`src/rtl/pseudo_assoc_cache.sv`:
```
module pseudo_assoc_cache #(
  parameter int ADDR_W = 12,
  parameter int IDX_W  = 4,
  parameter int DATA_W = 32
) (
  input  logic              clk,
  input  logic              rst_n,
  input  logic              req_valid,
  input  logic [ADDR_W-1:0] req_addr,
  output logic              ready,
  output logic              rsp_valid,
  output logic [DATA_W-1:0] rsp_data,
  output logic              fill_req,
  output logic [ADDR_W-1:0] fill_addr,
  input  logic              fill_valid,
  input  logic [DATA_W-1:0] fill_data
);
  localparam int SETS = 1 << IDX_W;
  localparam int ID_W = ADDR_W - IDX_W + 1;
  localparam logic [IDX_W-1:0] FLIP = IDX_W'(1) << (IDX_W - 1);

  typedef enum logic [1:0] {S_IDLE, S_ALT, S_FILL} state_t;
  state_t state;

  logic [SETS-1:0]   vld;
  logic [ID_W-1:0]   tags  [SETS];
  logic [DATA_W-1:0] lines [SETS];
  logic [ADDR_W-1:0] held;

  wire [IDX_W-1:0] p_idx  = req_addr[IDX_W-1:0];
  wire [ID_W-1:0]  p_id   = req_addr[ADDR_W-1:IDX_W-1];
  wire [IDX_W-1:0] h_idx  = held[IDX_W-1:0];
  wire [IDX_W-1:0] h_alt  = h_idx ^ FLIP;
  wire [ID_W-1:0]  h_id   = held[ADDR_W-1:IDX_W-1];

  wire fast_hit = vld[p_idx] && (tags[p_idx] == p_id);
  wire alt_hit  = vld[h_alt] && (tags[h_alt] == h_id);
  wire do_swap  = (state == S_ALT) && alt_hit;
  wire do_fill  = (state == S_FILL) && fill_valid;

  assign ready     = (state == S_IDLE);
  assign fill_req  = (state == S_FILL);
  assign fill_addr = held;

  always_ff @(posedge clk or negedge rst_n) begin
    if (!rst_n) begin
      state     <= S_IDLE;
      held      <= '0;
      rsp_valid <= 1'b0;
      rsp_data  <= '0;
    end else begin
      rsp_valid <= 1'b0;
      case (state)
        S_IDLE: if (req_valid) begin
          held <= req_addr;
          if (fast_hit) begin
            rsp_valid <= 1'b1;
            rsp_data  <= lines[p_idx];
          end else begin
            state <= S_ALT;
          end
        end
        S_ALT: if (alt_hit) begin
          rsp_valid <= 1'b1;
          rsp_data  <= lines[h_alt];
          state     <= S_IDLE;
        end else begin
          state <= S_FILL;
        end
        S_FILL: if (fill_valid) begin
          rsp_valid <= 1'b1;
          rsp_data  <= fill_data;
          state     <= S_IDLE;
        end
        default: state <= S_IDLE;
      endcase
    end
  end

  always_ff @(posedge clk or negedge rst_n) begin
    if (!rst_n) begin
      vld <= '0;
    end else if (do_swap) begin
      vld[h_idx] <= 1'b1;
      vld[h_alt] <= vld[h_idx];
    end else if (do_fill) begin
      vld[h_idx] <= 1'b1;
      vld[h_alt] <= vld[h_idx];
    end
  end

  always_ff @(posedge clk) begin
    if (do_swap) begin
      tags[h_idx]  <= tags[h_alt];
      tags[h_alt]  <= tags[h_idx];
      lines[h_idx] <= lines[h_alt];
      lines[h_alt] <= lines[h_idx];
    end else if (do_fill) begin
      tags[h_alt]  <= tags[h_idx];
      lines[h_alt] <= lines[h_idx];
      tags[h_idx]  <= h_id;
      lines[h_idx] <= fill_data;
    end
  end
endmodule


```
`config.mk`:
```
export PLATFORM = sky130hd
export DESIGN_NAME = pseudo_assoc_cache
export DESIGN_NICKNAME = d
export VERILOG_FILES = /design/src/rtl/pseudo_assoc_cache.sv
export SDC_FILE = /design/constraint.sdc
export NUM_CORES = 1
export LEC_CHECK = 0
export BUFFER_PORTS_ARGS = -buffer_cell sky130_fd_sc_hd__buf_2
export CAP_MARGIN = 20
export CORE_MARGIN = 5
export CORE_UTILIZATION = 45
export DETAILED_ROUTE_END_ITERATION = 8
export GPL_ROUTABILITY_DRIVEN = 0
export PLACE_DENSITY = 0.71
export SYNTH_ARGS = -nofsm -noshare
export SYNTH_HDL_FRONTEND = slang
export SYNTH_SLANG_ARGS = --single-unit
```
`constraint.sdc`:
```
create_clock -name clk -period 20.8 [get_ports clk]
set_input_delay 5.2 -clock clk [delete_from_list [all_inputs] [get_ports clk]]
set_output_delay 5.2 -clock clk [all_outputs]
set_load 0.01 [all_outputs]
```
* After elaboration in Yosys (flattened, before gate mapping) *
Memory sizes are Yosys's and may differ from the RTL's.
Cells that the tools add are included.

word-level totals
  output and inout bits = 47
  word-level logic and storage cells = 76
  bits in writable memories = 656
  input bits = 48
  flip-flop bits (word level) = 63
  memories = 2

operators by class
  muxes and demuxes = 37
  $lt $le $gt $ge = 5
  equality and inequality tests = 9
  reductions and logical operators = 12
  bitwise operators = 6

memory list
  name   words  width  rd ports  clocked after Yosys merged registers in  wr ports  line  source
  lines  16     32     3         0                                        2         27    logic [DATA_W-1:0] lines [SETS];
  tags   16     9      3         0                                        2         26    logic [ID_W-1:0] tags [SETS];

operators by type and width
  cell                  number
  $mux W32              6
  $pmux W32 S3          1
  $mux W16              2
  $eq A9 B9 Y1          2
  $mux W9               2
  $bwmux W16            1
  $or A16 B16 Y16       1
  $lt A4 B5 Y1 const B  3
  $mux W1               14
  $bmux W1 S4           3
  $demux W1 S4          2
  $ge A4 B1 Y1 const B  2
  $mux W2               4
  $logic_and A1 B1 Y1   6
  $ne A2 B2 Y1 const B  3
  $pmux W2 S3           1
  $reduce_and A5 Y1     1
  $ne A2 B1 Y1 const B  2
  $or A1 B1 Y1          4
  $pmux W1 S3           1
  $reduce_and A3 Y1     1
  $reduce_bool A3 Y1    1
  $eq A2 B1 Y1 const B  1
  $eq A2 B2 Y1 const B  1
  4 further kinds       4

* Longest topological paths before layout *
  depth after elaboration = 8
  mapped depth = 17
  gate-level depth less buffers = 9

* Worst setup path after synthesis *
No wires, ideal clock.

  path type = input port to flip-flop
  start = input fill_valid
  end = register vld[1]
  path buffers = 1
  data arrival time = 12.131 ns
  required time = 20.706 ns
  cell stages on the path = 5
  slack = 8.575 ns
  library setup time = 0.094 ns
  cells stage by stage = nand2_1 -> o31a_1 -> buf_6 -> nor3_1 -> mux2_2

between the ends
  word-level cells in the longest chain between the ends = 2

RTL lines
  item                                 line  source
  start: declaration                   15    input logic fill_valid,
  $logic_and A1 B1 Y1                  39    wire do_fill = (state == S_FILL) && fill_valid;
  $reduce_bool A2 Y1 (no source line)  n/a
  end signal: indexed assignment       85    vld[h_alt] <= vld[h_idx];
  end signal: indexed assignment       88    vld[h_alt] <= vld[h_idx];
  end: declaration                     25    logic [SETS-1:0] vld;

No other way between the ends.
A chain may end at the register's enable or synchronous reset.

* Final worst setup path *
  start = input req_addr[0]
  end = register rsp_data[11]

between the ends
  word-level cells in the longest chain between the ends = 5
  elaborated cells between the ends (all ways) = 11
  classes of those cells = 2 x eq/ne; 5 x mux; 2 x reduce/logical; 2 x memory

RTL lines
  item                                                  line  source
  start: declaration                                    9     input logic [ADDR_W-1:0] req_addr,
  $mem_v2 Z16 W9 / $bmux W1 S4 (equally long branches)  n/a
  $eq A9 B9 Y1 / $mux W1 (equally long branches)        36    wire fast_hit = vld[p_idx] && (tags[p_idx] == p_id);
  $logic_and A1 B1 Y1                                   36
  $ne A2 B1 Y1 (no source line)                         n/a
  $reduce_and A5 Y1 (no source line)                    n/a
  end signal: assignment                                58    rsp_data <= lines[p_idx];
  end signal: assignment                                65    rsp_data <= lines[h_alt];
  end signal: assignment                                72    rsp_data <= fill_data;
  end: declaration                                      12    output logic [DATA_W-1:0] rsp_data,

Parallel ways exist; a longest one is shown, timed or not. The select of a mux whose other input is x is not followed.

==> impl_summary.md <==
Global routing
The largest net degree at the start of global routing is approximately 160. The met2 demand-to-capacity share in global routing is between 40% and 50%. For this run, global-route usage on met3 was measured as around 5%. The first-pass GRT wire length is just under 200 mm. The most utilized layer in the global route result is met2.

For this run the aggregate overflow at the end of global routing stands at 0. The initial antenna violation count is 0. The via count of the first global-routing pass was around 29000. The met1 layer usage reported by global route is between 30% and 40%. Global routing consumed, over all layers together, 26.31% of the routing resources.

Synthesis
Of all cell types, the one taking the most synthesized area is sky130_fd_sc_hd__edfxtp_1. The async set or reset register ratio after synthesis is ~9%. The proportion of synthesized chip area in sequential cells is slightly above 50%. The synthesized area per cell is ~15 µm². The count of unique library cells instantiated by Yosys is 69. The area of the mapped netlist is 41750 µm². The Yosys step of the flow raised 0 warnings.

The register bit count reported by yosys is a little over 700. In the synthesized netlist the dominant register cell turns out to be sky130_fd_sc_hd__edfxtp_1. Synthesis produced a netlist whose cell count is around 2800.

In this run, synthesis inferred approximately 660 flip-flops with an integrated enable. After synthesis, the cell types taking the most area are sky130_fd_sc_hd__edfxtp_1, sky130_fd_sc_hd__mux2i_1, sky130_fd_sc_hd__mux4_2. Of the post-synthesis cell area, the dominant cell type holds a little under half. The number of nets in the synthesized netlist is between 2000 and 3000.

STA
The clock period minus worst slack is roughly 11 ns. The count of endpoints failing hold in the final timing report came to 0. The final max-slew violation count came to 0. After layout, the worst path uses between 50% and 60% of the clock period. The number of setup violations in the final report is 0. The top achievable clock speed is 0.09485 GHz. Setup repair after global routing left no endpoint under its margin. Measured against its own limit, the worst slew margin works out to between 20% and 30%. The clock arrives with 0.02050 ns of skew. Across all hold checks on the routed design, the worst slack comes to about 0.5 ns.

At the pin with the least slew margin, the transition time is between 1 and 1.5 ns. The total negative slack for setup checks is 0 ns.

Cells and area
The total area of multi-input combinational cells is roughly 19000 µm². The count of cells in the finished layout, fillers not included, comes to ~4100. The total inserted antenna cells is 0. The ratio of cells with drive above 1 in the final layout is between 20% and 30%. Cells fill 50.37% of the core in the end. In the final design database the tool counted 2834 nets.

From synthesis to final layout, the design area changed by 10.92%. The combined flip-flop and latch cell area is ~21000 µm². Fill cells in the final layout number between 7000 and 8000.

Power and ir drop
The analysis attributes to cell leakage a power of between 15 and 20 nW. Net switching is between 30% and 40% of the power. The share of total power dissipated in the clock network is between 10% and 20%. The peak supply drop is 86.96 µV. The internal power of the cells totals 4.454 mW. Summing internal, switching and leakage power gives between 7 and 8 mW. The switching component of the power is roughly 3 mW. The power share of the combinational group is between 40% and 50%. The sequential power share is 31.3%. Dividing total power by cell area gives a power density of around 160 nW/µm².

Placement
The number of placed instances, taps included, is 3908. The half-perimeter wire length after detailed placement is just over 70 mm. The number of port buffers is 94.

Worst setup path
The slack of the worst reg-to-reg path is around 13 ns. The endpoint of the lowest-slack register-to-register path is vld[3]. The critical path endpoint is rsp_data[11]. For the worst setup path, the data arrival time is ~11 ns.

The number of cells on the worst reg-to-reg path is 14. The critical path is of the input pin to flop type. Data on the critical path is required at its endpoint by ~21 ns. The launch point of the critical path is req_addr[0]. The worst setup path is launched from an input pin. The worst setup path is captured at a flop. The startpoint of the worst register-to-register path is fill_addr[0]. Along the worst path, the maximum fanout reaches just under 80.

Routing
For this run, design rule violations remaining after detail routing come to 0. The count of nets left with antenna violations once routing finished came out at 0. For this block, the initial DRC count from the detailed router was ~3400. The mean routed wirelength per cell is around 32 µm. The ratio of routed vias to standard cells is between 6 and 7. The post-detailed-routing wire length is ~130 mm.

The number of vias after detailed routing is between 20000 and 30000. The first-pass iteration count of the detailed router is 7.

Clock network
The clock passes through at most 3 buffers. Once the clock tree was built, the resizer swapped 0 gates to a different size. The post-CTS clock slew at the launch and capture registers of the worst setup and hold paths is 0.07 ns. The root buffer cell chosen for the clock tree is sky130_fd_sc_hd__clkbuf_16. Counting every sink on the clock net gives about 720. The TritonCTS clock tree is done.

The number of buffers created by CTS is 77. The number of hold buffers added after CTS was 0. The insertion delay of the later-clocked pin in the worst-skew pair is 0.64 ns. After clock tree synthesis, the setup repair step added 0 buffers. CTS built an H-tree with a depth of 3.

Outcome
The run finished with clean final reports.

Floorplan
The overall die area is roughly 99000 µm². The I/O pin count is between 90 and 100. Row generation in the floorplan step produced roughly 110 rows. The die is 314.6 µm wide. Once the floorplan was initialized, standard cells occupied between 40% and 50% of the core. The placeable core area is slightly above 90000 µm².

From bottom edge to top edge, the die measures roughly 310 µm.

Run
Across the run, the number of max-cap violations was 0.

Worst hold path
The type of the most critical hold path is flop to flop.
==> power by group through the flow <==
| stage | logic (mW) | registers [mW] | clock network, mW |
|---|---|---|---|
| 2_1_floorplan | 2.58 | 2.24 | 0 |
| 3_3_place_gp | 3.22 | 2.34 | 0 |
| 3_5_place_dp | 3.43 | 2.35 | 0 |
| 4_1_cts | 3.46 | 2.32 | 1.49 |
| 5_1_grt | 3.91 | 2.33 | 1.54 |
| 6_report | 3.62 | 2.32 | 1.48 |
==> synthesized netlist by cell type, types with 7 or more instances <==
| master | number |
|---|---|
| sky130_fd_sc_hd__a21oi_1 | 80 |
| sky130_fd_sc_hd__a22oi_1 | 45 |
| sky130_fd_sc_hd__a31oi_1 | 10 |
| sky130_fd_sc_hd__buf_1 | 73 |
| sky130_fd_sc_hd__buf_2 | 45 |
| sky130_fd_sc_hd__buf_4 | 10 |
| sky130_fd_sc_hd__buf_6 | 8 |
| sky130_fd_sc_hd__clkbuf_1 | 168 |
| sky130_fd_sc_hd__dfrtp_1 | 63 |
| sky130_fd_sc_hd__edfxtp_1 | 656 |
| sky130_fd_sc_hd__inv_1 | 16 |
| sky130_fd_sc_hd__mux2_2 | 70 |
| sky130_fd_sc_hd__mux2i_1 | 782 |
| sky130_fd_sc_hd__mux4_2 | 326 |
| sky130_fd_sc_hd__nand2_1 | 154 |
| sky130_fd_sc_hd__nand3_1 | 26 |
| sky130_fd_sc_hd__nor2_1 | 95 |
| sky130_fd_sc_hd__nor2b_1 | 7 |
| sky130_fd_sc_hd__nor3_1 | 12 |
| sky130_fd_sc_hd__o21ai_0 | 13 |
| sky130_fd_sc_hd__o21ai_1 | 33 |
| sky130_fd_sc_hd__o22ai_1 | 10 |
| sky130_fd_sc_hd__xnor2_1 | 12 |
==> flip-flops by register name, summed over array words and instances, names as in the netlist <==
register,flops
state,2
vld,16
fill_addr,12
tags,144
lines,512
rsp_data,32
rsp_valid,1
==> worst min-delay path by stage <==
stage | startpoint | endpoint | slack [ns] | cells past startpoint
after CTS | rsp_data[23] | rsp_data[23] | 0.50 | 1
after detailed placement | rsp_data[23] | rsp_data[23] | 0.49 | 1
after global placement | rsp_data[26] | rsp_data[26] | 0.49 | 1
final | rsp_data[23] | rsp_data[23] | 0.50 | 1
after floorplan | vld[0] | vld[0] | 0.49 | 1
after global routing | rsp_data[21] | rsp_data[21] | 0.53 | 1
==> final cells by class <==
cell class / instances / area share [%]
Timing Repair Buffer: 204 / 2.921
Sequential cell: 719 / 45.97
Multi-Input combinational cell: 1762 / 41.75
Tap cell: 1243 / 3.358
Clock inverter: 38 / 1.164
Inverter: 18 / 0.1756
Clock buffer: 105 / 4.658
==> critical path, cell delays in order <==
cell,delay (ns)
sky130_fd_sc_hd__buf_8,0.64
sky130_fd_sc_hd__buf_4,0.67
sky130_fd_sc_hd__buf_4,0.41
sky130_fd_sc_hd__buf_16,0.32
sky130_fd_sc_hd__mux4_2,0.55
sky130_fd_sc_hd__mux2i_1,0.18
sky130_fd_sc_hd__mux2i_1,0.12
sky130_fd_sc_hd__xnor2_1,0.23
sky130_fd_sc_hd__o211ai_1,0.12
sky130_fd_sc_hd__nor4_1,0.51
sky130_fd_sc_hd__a21boi_0,0.17
sky130_fd_sc_hd__nand3b_1,0.82
sky130_fd_sc_hd__buf_4,0.60
sky130_fd_sc_hd__mux2_2,0.35
==> cells by family after synthesis <==
group                    share of synthesized area (%)
XOR/XNOR                                        0.3356
AND/OR/NAND/NOR                                  3.231
multiplexers                                     38.30
AO/OA/AOI/OAI                                    3.743
buffers and inverters                            3.311
flip-flops                                       50.96
adder cells (fa/ha/maj)                         0.1199
==> placed cells by master, fill, tap and decap left out, types with 70 or more instances in the layout <==
cell,instances
sky130_fd_sc_hd__a21oi_1,80
sky130_fd_sc_hd__buf_2,89
sky130_fd_sc_hd__buf_4,111
sky130_fd_sc_hd__clkbuf_16,81
sky130_fd_sc_hd__edfxtp_1,656
sky130_fd_sc_hd__mux2_2,70
sky130_fd_sc_hd__mux2i_1,779
sky130_fd_sc_hd__mux4_2,326
sky130_fd_sc_hd__nand2_1,154
sky130_fd_sc_hd__nor2_1,93
==> layer usage <==
layer / vias up / part of all wire (%)
met5: - / 0
met4: 0 / 5.4
met1: 14110 / 36
li1: 11170 / -
met2: 1747 / 49
met3: 445 / 9.5
==> per-stage QoR <==
step                      setup WS [ns]  instance area (µm²)
after global routing              9.819                46310
final                             10.26                46310
after floorplan                   8.575                41750
after global placement            9.398                43170
after detailed placement          9.356                43300
after CTS                         9.988                45990
Power figures use the tool's default switching activity.
